### src/rtl/pwm_pkg.sv
package pwm_pkg;

    localparam int LEGS = 2;

    typedef enum logic {
        MODE_THREE_LEVEL = 1'b0,
        MODE_TWO_LEVEL   = 1'b1
    } pwm_mode_e;

    typedef struct packed {
        logic hi;
        logic lo;
    } leg_gate_t;

    typedef struct packed {
        logic leg_b;
        logic leg_a;
    } leg_cmd_t;

endpackage

### src/rtl/pwm_carrier.sv
module pwm_carrier #(
    parameter int CNT_W = 10
) (
    input  logic             clk_i,
    input  logic             rst_i,
    input  logic [CNT_W-1:0] period_i,
    output logic [CNT_W-1:0] count_o,
    output logic             peak_o
);

    logic [CNT_W-1:0] cnt_q;
    logic             rising_q;
    logic             at_top;

    assign at_top = (cnt_q >= period_i);

    always_ff @(posedge clk_i) begin
        if (rst_i) begin
            cnt_q    <= '0;
            rising_q <= 1'b1;
        end else if (rising_q) begin
            if (at_top) begin
                rising_q <= 1'b0;
                cnt_q    <= cnt_q - 1'b1;
            end else begin
                cnt_q    <= cnt_q + 1'b1;
            end
        end else begin
            if (cnt_q == '0) begin
                rising_q <= 1'b1;
                cnt_q    <= cnt_q + 1'b1;
            end else begin
                cnt_q    <= cnt_q - 1'b1;
            end
        end
    end

    assign count_o = cnt_q;
    assign peak_o  = rising_q && at_top;

endmodule

### src/rtl/pwm_leg_cmp.sv
module pwm_leg_cmp
    import pwm_pkg::*;
#(
    parameter int CNT_W = 10,
    parameter int REF_W = 12
) (
    input  logic                    clk_i,
    input  logic                    rst_i,
    input  logic                    peak_i,
    input  logic signed [REF_W-1:0] ref_i,
    input  logic                    mode_i,
    input  logic [CNT_W-1:0]        count_i,
    input  logic [CNT_W-1:0]        period_i,
    output leg_cmd_t                cmd_o
);

    localparam int BASE_W = (REF_W > CNT_W + 1) ? REF_W : CNT_W + 1;
    localparam int CW     = BASE_W + 2;

    logic signed [REF_W-1:0] ref_q;
    pwm_mode_e               mode_q;
    leg_cmd_t                cmd_q;
    leg_cmd_t                cmd_next;
    logic signed [CW-1:0]    ref_x;
    logic signed [CW-1:0]    neg_x;
    logic signed [CW-1:0]    car_x;

    // Signed carrier spanning -period .. +period in steps of two.
    assign ref_x = CW'(ref_q);
    assign neg_x = -ref_x;
    assign car_x = signed'(CW'({count_i, 1'b0})) - signed'(CW'(period_i));

    always_comb begin
        cmd_next.leg_a = (ref_x > car_x);
        if (mode_q == MODE_TWO_LEVEL) begin
            cmd_next.leg_b = !cmd_next.leg_a;
        end else begin
            cmd_next.leg_b = (neg_x > car_x);
        end
    end

    always_ff @(posedge clk_i) begin
        if (rst_i) begin
            ref_q  <= '0;
            mode_q <= MODE_THREE_LEVEL;
            cmd_q  <= '0;
        end else begin
            cmd_q <= cmd_next;
            if (peak_i) begin
                ref_q  <= ref_i;
                mode_q <= pwm_mode_e'(mode_i);
            end
        end
    end

    assign cmd_o = cmd_q;

endmodule

### src/rtl/pwm_deadband.sv
module pwm_deadband
    import pwm_pkg::*;
#(
    parameter int DT_W = 6
) (
    input  logic            clk_i,
    input  logic            rst_i,
    input  logic            cmd_i,
    input  logic [DT_W-1:0] dt_i,
    output leg_gate_t       gate_o
);

    localparam logic [DT_W-1:0] ONE = DT_W'(1);

    logic            hi_q;
    logic            lo_q;
    logic            cmd_q;
    logic [DT_W-1:0] cnt_q;

    always_ff @(posedge clk_i) begin
        if (rst_i) begin
            hi_q  <= 1'b0;
            lo_q  <= 1'b0;
            cmd_q <= 1'b0;
            cnt_q <= '0;
        end else begin
            cmd_q <= cmd_i;
            if (hi_q) begin
                if (!cmd_i) begin
                    hi_q  <= 1'b0;
                    cnt_q <= ONE;
                end
            end else if (lo_q) begin
                if (cmd_i) begin
                    lo_q  <= 1'b0;
                    cnt_q <= ONE;
                end
            end else if (cmd_i != cmd_q) begin
                cnt_q <= ONE;
            end else if (cnt_q >= dt_i) begin
                hi_q <= cmd_i;
                lo_q <= !cmd_i;
            end else begin
                cnt_q <= cnt_q + ONE;
            end
        end
    end

    assign gate_o.hi = hi_q;
    assign gate_o.lo = lo_q;

endmodule

### src/rtl/pwm_fullbridge_mod.sv
module pwm_fullbridge_mod
    import pwm_pkg::*;
#(
    parameter int CNT_W = 10,
    parameter int REF_W = 12,
    parameter int DT_W  = 6
) (
    input  logic                    clk_i,
    input  logic                    rst_i,
    input  logic signed [REF_W-1:0] ref_i,
    input  logic [CNT_W-1:0]        period_i,
    input  logic [DT_W-1:0]         deadtime_i,
    input  logic                    mode_i,
    output logic                    gate_a_hi_o,
    output logic                    gate_a_lo_o,
    output logic                    gate_b_hi_o,
    output logic                    gate_b_lo_o,
    output logic                    peak_o
);

    logic [CNT_W-1:0] per_eff;
    logic [CNT_W-1:0] count;
    logic             peak;
    leg_cmd_t         cmd;
    logic [LEGS-1:0]  cmd_bits;
    leg_gate_t        gates [LEGS];

    assign per_eff  = (period_i == '0) ? CNT_W'(1) : period_i;
    assign cmd_bits = {cmd.leg_b, cmd.leg_a};

    pwm_carrier #(.CNT_W(CNT_W)) u_carrier (
        .clk_i    (clk_i),
        .rst_i    (rst_i),
        .period_i (per_eff),
        .count_o  (count),
        .peak_o   (peak)
    );

    pwm_leg_cmp #(.CNT_W(CNT_W), .REF_W(REF_W)) u_cmp (
        .clk_i    (clk_i),
        .rst_i    (rst_i),
        .peak_i   (peak),
        .ref_i    (ref_i),
        .mode_i   (mode_i),
        .count_i  (count),
        .period_i (per_eff),
        .cmd_o    (cmd)
    );

    for (genvar g = 0; g < LEGS; g++) begin : g_leg
        pwm_deadband #(.DT_W(DT_W)) u_db (
            .clk_i  (clk_i),
            .rst_i  (rst_i),
            .cmd_i  (cmd_bits[g]),
            .dt_i   (deadtime_i),
            .gate_o (gates[g])
        );
    end

    assign gate_a_hi_o = gates[0].hi;
    assign gate_a_lo_o = gates[0].lo;
    assign gate_b_hi_o = gates[1].hi;
    assign gate_b_lo_o = gates[1].lo;
    assign peak_o      = peak;

endmodule

### config.mk
export PLATFORM = sky130hd
export DESIGN_NAME = pwm_fullbridge_mod
export DESIGN_NICKNAME = d
export VERILOG_FILES = /design/src/rtl/pwm_pkg.sv /design/src/rtl/pwm_carrier.sv /design/src/rtl/pwm_leg_cmp.sv /design/src/rtl/pwm_deadband.sv /design/src/rtl/pwm_fullbridge_mod.sv
export SDC_FILE = /design/constraint.sdc
export NUM_CORES = 1
export LEC_CHECK = 0
export BUFFER_PORTS_ARGS = -buffer_cell sky130_fd_sc_hd__clkbuf_2
export CAP_MARGIN = 20
export CORE_ASPECT_RATIO = 0.5
export CORE_UTILIZATION = 30
export CTS_CLUSTER_DIAMETER = 50
export DETAILED_ROUTE_END_ITERATION = 10
export GPL_ROUTABILITY_DRIVEN = 0
export SETUP_SLACK_MARGIN = 0.1
export SLEW_MARGIN = 15
export SYNTH_ARGS = -nofsm -noshare
export SYNTH_HDL_FRONTEND = slang
export SYNTH_SLANG_ARGS = --single-unit
### constraint.sdc
create_clock -name clk_i -period 4.6 [get_ports clk_i]
set_input_delay 0.69 -clock clk_i [delete_from_list [all_inputs] [get_ports clk_i]]
set_output_delay 0.69 -clock clk_i [all_outputs]
set_load 0.01 [all_outputs]
==> PnR_summary.wiki <==
{| class="wikitable"
! Metric !! Value
|-
| Run status || finished clean
|-
| Capture point of the worst reg-to-reg path || u_cmp.cmd_o[1]
|-
| Slowest library cell on the worst path || nor4_1
|-
| Static leakage power || 2.19 nW
|-
| Final Max Tran Viols || 0
|-
| Count of vias placed by the detailed router || 3,275
|-
| CP Data Arrival Time || approximately 4 ns
|-
| Fraction of layout instances using a drive strength above 1 || 13.1%
|-
| Max-cap viol count || 0
|-
| Cell depth of the worst hold path || 1
|-
| Tcrit/Tclk final || 83.5%
|-
| Leftover overflow at the end of global routing || 0
|-
| Part of the power in registers || 29.3%
|-
| Relative slew slack || 45.6%
|-
| Net load switching power || between 600 and 700 uW
|-
| Total clock buffers created by CTS || 5
|-
| Startpoint of the most critical register-to-register path || u_carrier.count_o[3]
|-
| Library cell occupying the most area in the post-synthesis netlist || dfxtp_1
|-
| Cell types with the largest area share after synthesis || dfxtp_1 23%, ha_1 19%, mux2i_1 4.9%
|-
| Worst min-delay path startpoint || u_carrier.count_o[0]
|-
| Final hold vios || 0
|-
| Aggregate routed wire length || about 8500 um
|-
| Count of buffers added by post-CTS timing repair for setup || 0
|-
| Async set-reset flop share out of synthesis || 0%
|-
| Number of diodes || 0
|-
| Detailed route wirelength on metal2 || 3760 um
|-
| CTS hold repair buffers || 0
|-
| I/O pin count || 36
|-
| DRC viols || 0
|-
| Setup repair after global routing missed its margin || no
|-
| Clock buffer depth || 2
|-
| Antenna Violating Nets Remaining || 0
|-
| Std cell rows || 28
|-
| First-pass iteration count of the detailed router || 4
|-
| Initial cell density of the core || 31.7%
|-
| Yosys warning count || 0
|-
| Combinational cell fraction of total power || between 40% and 50%
|-
| Capturing element type of the critical path || flip-flop
|-
| Portion of the post-synthesis area used by sequential elements || 22.9%
|-
| Sequence of cells on the critical path || clkbuf_2, nor4_1, a31o_2, fa_1, nor2b_1, o2111ai_1, nand2_1, a21oi_1, nor2b_1, o21ai_0, nand2_1, a21oi_1, xnor2_1, ha_1, and4_1, nand4_1, o41ai_1, o32ai_1
|-
| Portion of synthesized cell area occupied by the leading cell type || 22.9%
|-
| Post-synthesis area per instance || 8.41 um2
|-
| Pin slew with the least headroom to its limit || 0.817 ns
|-
| Layout area overhead || 13.1%
|-
| Length in cells of the worst reg-to-reg path || 15
|-
| Crit path launch type || input pin
|-
| Pin count of the biggest net entering global routing || 40
|-
| Average vias per placed instance || 5.00
|-
| Mapped Nets || 547
|-
| Routed wire length on met3 || 242 um
|-
| Crit path max fanout || 3
|-
| Post-detail-place hpwl || 6760 um
|-
| Internal power contribution || about 1.1 mW
|-
| Power share of the clock group || 24.4%
|-
| Iter 0 DRT Violations || approximately 170
|-
| Routed length on met1 || ~4400 um
|-
| Crit path max-delay family || compound AO/OA/AOI/OAI gates
|-
| Critical path buffers and inverters || 1
|-
| Post-synth top flop || dfxtp_1
|-
| Hold Path Class || flip-flop to flip-flop
|-
| Setup TNS after final layout || 0 ns
|-
| Width of the chip || 162 um
|-
| Count of buffers from port buffering || 35
|-
| Chip height || 82.1 um
|-
| Count of endpoints failing setup in the final report || 0
|-
| FMAX || around 260 MHz
|-
| Switching Share || 39.2%
|-
| Clock sinks || 44
|-
| Number of enable flip-flop cells after synthesis || 0
|-
| Post-CTS Resized || 0
|-
| Clock-pin transition on the worst setup and hold timing paths || ~0.060 ns
|-
| Highest metal layer with signal wires || met4
|-
| Max IR drop VDD || 0.157 mV
|-
| Initial antenna violation count || 0
|-
| Register-to-register path setup slack || 1.05 ns
|-
| Aggregate global-route resource usage || 13.3%
|-
| Clock network latency to the later pin of the worst-skew pair || 0.29 ns
|-
| Largest stage delay, worst path || 0.40 ns
|-
| Synthesized instance count || 458
|-
| Final setup skew || 0.00536 ns
|-
| Total standard cell area after synthesis || 0.00385 mm2
|-
| Total Die Area || 0.0133 mm2
|-
| Vias in the first global route || 2,988
|-
| Number of synthesized register bits || 44
|-
| CTS tree || done
|-
| Required arrival time at the worst endpoint || between 4 and 5 ns
|-
| Average detailed-routed wire length per instance || 13.0 um
|-
| Top cells by count, synth || 57 x ha_1, 49 x nor2_1, 44 x dfxtp_1
|-
| Floorplan Core Area || about 0.012 mm2
|-
| Count of different cell masters after synthesis || 63
|-
| Shortest period the worst path allows || between 3 and 4 ns
|-
| Level count of the clock H-tree || 2
|-
| Most frequently used cell type in the post-synthesis netlist || ha_1
|-
| Worst hold-check slack || 0.517 ns
|-
| PwrDens || 396 mW/mm2
|-
| Worst hold path endpoint || u_carrier.count_o[0]
|-
| First-pass GRT wire length || 14,100 um
|-
| Critical setup path kind || input pin to flip-flop
|-
| Root buffer cell || clkbuf_16
|-
| Nets || between 500 and 600
|}
power groups by stage:
stage	clock network [mW]	logic, mW	registers (mW)
3_5_place_dp	0	0.796	0.514
2_1_floorplan	0	0.652	0.482
5_1_grt	0.451	0.909	0.516
6_report	0.422	0.801	0.506
4_1_cts	0.434	0.805	0.505
3_3_place_gp	0	0.786	0.514
cells in the final DEF (no fill, tap or decap), types with 14 or more instances in the layout:
master / n
a21o_1: 19
a21oi_1: 25
clkbuf_2: 35
dfxtp_1: 44
ha_1: 57
inv_1: 34
mux2i_1: 19
nand2_1: 23
nor2_1: 49
o21ai_0: 14
xnor2_1: 16
xor2_1: 16
metrics by stage:
step                total power [mW]  area (um2)  worst slack (ns)  instances  utilization [%]
floorplan                       1.13        3850             0.998        458                -
global placement                1.30        4190             0.602        647             34.4
detailed placement              1.31        4190             0.489        647             34.4
CTS                             1.74        4360             0.790        655             35.9
global route                    1.88        4360             0.324        655             35.9
finish                          1.73        4360             0.757        655             35.9
cells by family (layout without fill, tap and decap cells):
| logic type | count (synthesis) | count (layout) | synth area share, % |
|---|---|---|---|
| AO/OA/AOI/OAI | 100 | 100 | 18.2 |
| XOR/XNOR | 34 | 34 | 8.12 |
| adder cells (fa/ha/maj) | 60 | 60 | 19.6 |
| buffers and inverters | 46 | 78 | 4.74 |
| flip-flops | 44 | 44 | 22.9 |
| multiplexers | 23 | 23 | 6.10 |
| AND/OR/NAND/NOR | 151 | 151 | 20.4 |
worst reg2reg max path, delay by kind of cell (launching register included):
kind                       cells  cell delay, ns
DFF                            1            0.59
and+or+nand+nor                5            0.61
AOI/OAI and AO/OA              7            1.43
adders and majority gates      2            0.65
xor gates and xnor gates       1            0.11
worst max path at each step:
stage	from	to	slack [ns]	cells past startpoint
after floorplan	period_i[5]	u_cmp.cmd_o[1]	1.0	18
after detailed placement	period_i[5]	u_cmp.cmd_o[1]	0.49	18
after global placement	period_i[5]	u_cmp.cmd_o[1]	0.60	18
after global routing	period_i[5]	u_cmp.cmd_o[1]	0.32	19
final	period_i[5]	u_cmp.cmd_o[1]	0.76	18
after CTS	period_i[5]	u_cmp.cmd_o[1]	0.79	18
state kept, by name, indices dropped and copies added (netlist names):
name / count
g_leg.u_db.lo_q: 2
g_leg.u_db.cnt_q: 12
g_leg.u_db.hi_q: 2
g_leg.u_db.cmd_q: 2
u_cmp.mode_q: 1
u_cmp.cmd_o: 2
u_cmp.ref_q: 12
u_carrier.rising_q: 1
u_carrier.count_o: 10
layout make-up:
class	count	area, um2
clock buffer	5	125
timing repair buffer	36	183
clock inverter	3	47.5
multi-input combinational	368	2790
inverter	34	128
sequential	44	881
fill	1244	7800
tap	165	206
metal layers:
metal / track usage, % / vias up
met5: 0 / -
met2: 21.9 / 35
met4: 4.53 / 0
li1: - / 1715
met3: 2.50 / 11
met1: 17.5 / 1514
No activity file was read; power rests on OpenSTA's default activity.
